--- src/rtl/lut2_pkg.sv ---
package lut2_pkg;
  localparam int LUT_IN  = 2;
  localparam int TBL_W   = 1 << LUT_IN;
  localparam int NUM_NIB = 2;
  localparam int SPAN_W  = TBL_W * NUM_NIB;
  typedef logic [TBL_W-1:0]  tbl_t;
  typedef logic [LUT_IN-1:0] idx_t;
endpackage

--- src/rtl/lut2_table_pick.sv ---
module lut2_table_pick
  import lut2_pkg::*;
(
  input  logic [SPAN_W-1:0] span,
  input  logic              hi_sel,
  output tbl_t              tbl
);
  generate
    if (NUM_NIB == 2) begin : g_two
      assign tbl = hi_sel ? span[2*TBL_W-1:TBL_W] : span[TBL_W-1:0];
    end else begin : g_many
      assign tbl = span[TBL_W*int'(hi_sel) +: TBL_W];
    end
  endgenerate
endmodule

--- src/rtl/lut2_lane_array.sv ---
module lut2_lane_array
  import lut2_pkg::*;
#(
  parameter int DATA_W = 64
) (
  input  logic [DATA_W-1:0] opa,
  input  logic [DATA_W-1:0] opb,
  input  tbl_t              tbl,
  output logic [DATA_W-1:0] res
);
  for (genvar i = 0; i < DATA_W; i++) begin : g_lane
    idx_t lane_idx;
    assign lane_idx = {opb[i], opa[i]};
    assign res[i]   = tbl[lane_idx];
  end
endmodule

--- src/rtl/dyn_lut2_unit.sv ---
module dyn_lut2_unit
  import lut2_pkg::*;
#(
  parameter int DATA_W = 64
) (
  input  logic              clk,
  input  logic              rst,
  input  logic              in_valid,
  input  logic [DATA_W-1:0] src_a,
  input  logic [DATA_W-1:0] src_b,
  input  logic [DATA_W-1:0] tbl_reg,
  input  logic              tbl_hi,
  output logic [DATA_W-1:0] res_out,
  output logic              res_done
);
  tbl_t              cur_tbl;
  logic [DATA_W-1:0] comb_res;
  logic              unused_tbl_upper;

  assign unused_tbl_upper = ^tbl_reg[DATA_W-1:SPAN_W];

  lut2_table_pick u_pick (
    .span   (tbl_reg[SPAN_W-1:0]),
    .hi_sel (tbl_hi),
    .tbl    (cur_tbl)
  );

  lut2_lane_array #(.DATA_W(DATA_W)) u_lanes (
    .opa (src_a),
    .opb (src_b),
    .tbl (cur_tbl),
    .res (comb_res)
  );

  always_ff @(posedge clk) begin
    if (rst) begin
      res_out  <= '0;
      res_done <= 1'b0;
    end else begin
      res_done <= in_valid;
      if (in_valid) res_out <= comb_res;
    end
  end


  reset_clear_chk: assert property (@(posedge clk)
    rst |=> (res_done == 1'b0 && res_out == '0));


  done_after_valid_chk: assert property (@(posedge clk) disable iff (rst)
    in_valid |=> res_done);


  no_spurious_done_chk: assert property (@(posedge clk) disable iff (rst)
    !in_valid |=> !res_done);


  hold_idle_chk: assert property (@(posedge clk) disable iff (rst)
    !in_valid |=> $stable(res_out));


  low_nibble_chk: assert property (@(posedge clk) disable iff (rst)
    (in_valid && !tbl_hi && src_a == '0 && src_b == '0)
      |=> res_out == {DATA_W{$past(tbl_reg[0])}});


  high_nibble_chk: assert property (@(posedge clk) disable iff (rst)
    (in_valid && tbl_hi && (&src_a) && (&src_b))
      |=> res_out == {DATA_W{$past(tbl_reg[7])}});
endmodule

--- config.mk ---
export PLATFORM = sky130hd
export DESIGN_NAME = dyn_lut2_unit
export DESIGN_NICKNAME = d
export VERILOG_FILES = /design/src/rtl/lut2_pkg.sv /design/src/rtl/lut2_table_pick.sv /design/src/rtl/lut2_lane_array.sv /design/src/rtl/dyn_lut2_unit.sv
export SDC_FILE = /design/constraint.sdc
export NUM_CORES = 1
export LEC_CHECK = 0
export ABC_AREA = 1
export BUFFER_PORTS_ARGS = -buffer_cell sky130_fd_sc_hd__buf_2
export CAP_MARGIN = 0
export CORE_MARGIN = 8
export CORE_UTILIZATION = 35
export DETAILED_ROUTE_END_ITERATION = 8
export SLEW_MARGIN = 20
export SYNTH_ARGS = -nofsm -noshare
export SYNTH_HDL_FRONTEND = slang
export SYNTH_SLANG_ARGS = --single-unit
--- constraint.sdc ---
create_clock -name clk -period 1.3 [get_ports clk]
set_input_delay 0.13 -clock clk [delete_from_list [all_inputs] [get_ports clk]]
set_output_delay 0.13 -clock clk [all_outputs]
set_load 0.02 [all_outputs]
==> flow_metrics.py <==
metrics = {
    "routing": {
        "routed-via-count": 6635,
        "vias_per_cell": 5.11,
        "ant_nets": 0,
        "wl_per_cell_um": 15.4,
        "drt_first_iter_violations": 488,
        "remaining_drc_errors": 0,
        "route.final.wire_length_um": 20000,
        "firstDrtPassIters": 5,
    },
    "setup_path": {
        "critical_path.startpoint_type": "flip-flop",
        "endpoint_kind": "primary output",
        "cp_cell_sequence": "buf_2",
        "reg2reg_setup_slack_ps": 640,
        "max_stage_delay_ps": 350,
        "critPathArrivalTime_ps": 870,
        "critical_path_peak_fanout": 2,
        "kind_of_cell_adding_the_most_delay_to_the_critical_path": "flip-flops",
        "timing.critical_path.slowest_stage_cell": "dfxtp_1",
        "worst-path-buf-inv": 1,
        "critical_path_class": "flip-flop to primary output",
        "required_ps": 1170,
    },
    "synth": {
        "synth.cells.most_frequent": "nand3_1, inv_1, nor2_1",
        "syn-cell-area_um2": 5360,
        "synth_cells": 935,
        "yosys.cell_types.count": 14,
        "syn-mean-instance-area_um2": 5.74,
        "netlist_top_cells_area": "nand3_1, dfxtp_1, inv_1",
        "top_count_cell_post_synth": "nand3_1",
        "number_of_enable_type_register_cells_in_the_synthesized_netlist": 0,
        "yosysWarnings": 0,
        "seq_area_frac_synth": 0.243,
        "synth_area_leader_cell": "nand3_1",
        "ys_async_sr_fraction": 0,
        "synth_ff_type": "dfxtp_1",
        "synthesis.nets": 1131,
        "synth.ff_latch_count": 65,
        "synth_top_area_share": 0.378,
    },
    "clock_network": {
        "worst_setup_hold_path_clk_slew_ps": 60,
        "tritoncts_num_sinks": 65,
        "cts-buffers-inserted": 9,
        "max-clock-path-buffers": 2,
        "clock_h_tree_levels": 3,
        "post_cts_buffers": 0,
        "cts_tree": "done",
        "clockRootBuffer": "clkbuf_16",
        "cts_hold_buf": 0,
        "resized_cells_post_cts": 0,
        "clock_latency_on_the_worst_skew_pair_ps": 330,
    },
    "floorplanning": {
        "num_rows": 45,
        "design.core.area_um2": 15100,
        "dieArea_um2": 19500,
        "fp.dieH_um": 140,
        "die_x_um": 140,
        "initial_core_util": 0.355,
        "pin_count": 261,
    },
    "timing": {
        "report.final.setup_viol": 0,
        "grt_setup_unrepaired": "no",
        "timing.setup.tns_ps": 0,
        "worst-slew-pin-transition_ps": 336,
        "timing.final.hold_violations": 0,
        "max_slew_headroom": 0.776,
        "maxClockFrequency_mhz": 1000,
        "final_period_minus_worst_setup_slack_ps": 999,
        "slew_violations": 0,
        "timing.final.crit_share": 0.769,
        "final.setup_skew_ps": 0,
        "final.hold.worst_slack_ps": 128,
    },
    "placement": {
        "buffer_ports.inserted": 204,
        "finalWeightedCongestion": 0.746,
        "place.detailed.hpwl_um": 13800,
    },
    "power_and_ir_drop": {
        "static-leakage-power_nw": 4.13,
        "netSwitchingPower_mw": 2.28,
        "pwr_density_cell_nw_per_um2": 982,
        "irDropWorstVdd_v": 0.000519,
        "proportion_of_power_drawn_by_the_clock_network": 0.370,
        "power.combinational.fraction": 0.308,
        "internal_power_of_the_cells_mw": 4.64,
        "switching_share": 0.330,
        "post-layout-total-power_mw": 6.92,
        "power_frac_seq": 0.322,
    },
    "global_route": {
        "grt_antenna_before_repair": 0,
        "grt_usage": 0.203,
        "remaining_global_route_overflow": 0,
        "grt_pass1_wl_um": 32900,
        "grt_pass1_vias": 6439,
        "grt_max_degree": 66,
    },
    "status": {
        "outcome": "finished, final reports clean",
    },
    "min_path": {
        "worstHoldPathType": "primary input to flip-flop",
    },
    "run": {
        "drv.max_cap_violation_count": 0,
    },
    "final_layout": {
        "fin_util": 0.467,
        "drive_gt1_frac": 0.229,
        "area_delta_synth_final_pct": 31.4,
        "finish.net_count": 1303,
    },
}
[cells by family after synthesis]
family	Yosys count	share of synthesized area
AND/OR/NAND/NOR	649	0.586
buffers and inverters	221	0.171
flip-flops	65	0.243
[cell type report]
| class | count | area (um^2) |
|---|---|---|
| diodes | 1 | 2.50 |
| well taps | 188 | 235 |
| fillers | 1612 | 8040 |
| repair buffers | 231 | 1490 |
| flip-flops and latches | 65 | 1300 |
| clock inverters | 2 | 37.5 |
| clock buffers | 12 | 267 |
| inverters | 151 | 569 |
| multi-input cells | 649 | 3140 |
[worst paths after layout]
path	from	endpoint	cells after the start
max	res_out[46]	res_out[46]	1
min	src_b[41]	res_out[41]	5
max reg2reg	res_out[46]	res_out[46]	4
min reg2reg	res_out[44]	res_out[44]	4
[layer usage]
layer	share of wire	vias to the layer above	GRT usage
li1	-	3394	-
met1	0.43	3008	0.244
met2	0.47	216	0.344
met5	0	-	0
met4	0.012	0	0.0594
met3	0.088	17	0.0588
[power groups by stage]
stage | combinational (mW) | clock [mW] | sequential (mW)
floorplan | 1.12 | 0 | 2.47
global placement | 2.12 | 0 | 2.27
detailed placement | 2.14 | 0 | 2.27
CTS | 2.14 | 2.64 | 2.23
global route | 2.39 | 2.73 | 2.25
finish | 2.13 | 2.56 | 2.23
[tightest hold or removal path: cells and delay by family]
family | cells | cell delay [ps]
simple gates | 3 | 180
buf+inv | 2 | 130
[through the flow]
stage / setup WS [ps] / cells / area [um^2]
global route: 271 / 1298 / 7040
CTS: 279 / 1298 / 7040
global placement: 120 / 1284 / 6740
floorplan: 317 / 935 / 5360
finish: 301 / 1299 / 7050
detailed placement: 125 / 1284 / 6740
[placed cells by master, fill, tap and decap left out]
cell,netlist,routed
buf_12,0,21
buf_2,57,203
buf_4,2,7
bufinv_16,0,1
clkbuf_16,0,9
clkbuf_8,0,3
clkinvlp_4,0,1
dfxtp_1,65,65
diode_2,0,1
inv_1,150,150
inv_4,1,1
nand2_1,64,64
nand2_2,4,4
nand2_4,4,4
nand3_1,405,405
nand3b_1,43,43
nor2_1,129,129
[registers in the layout (all words and copies together) (netlist names)]
register,flops
res_done,1
res_out,64
(Power assumes the default switching activity.)
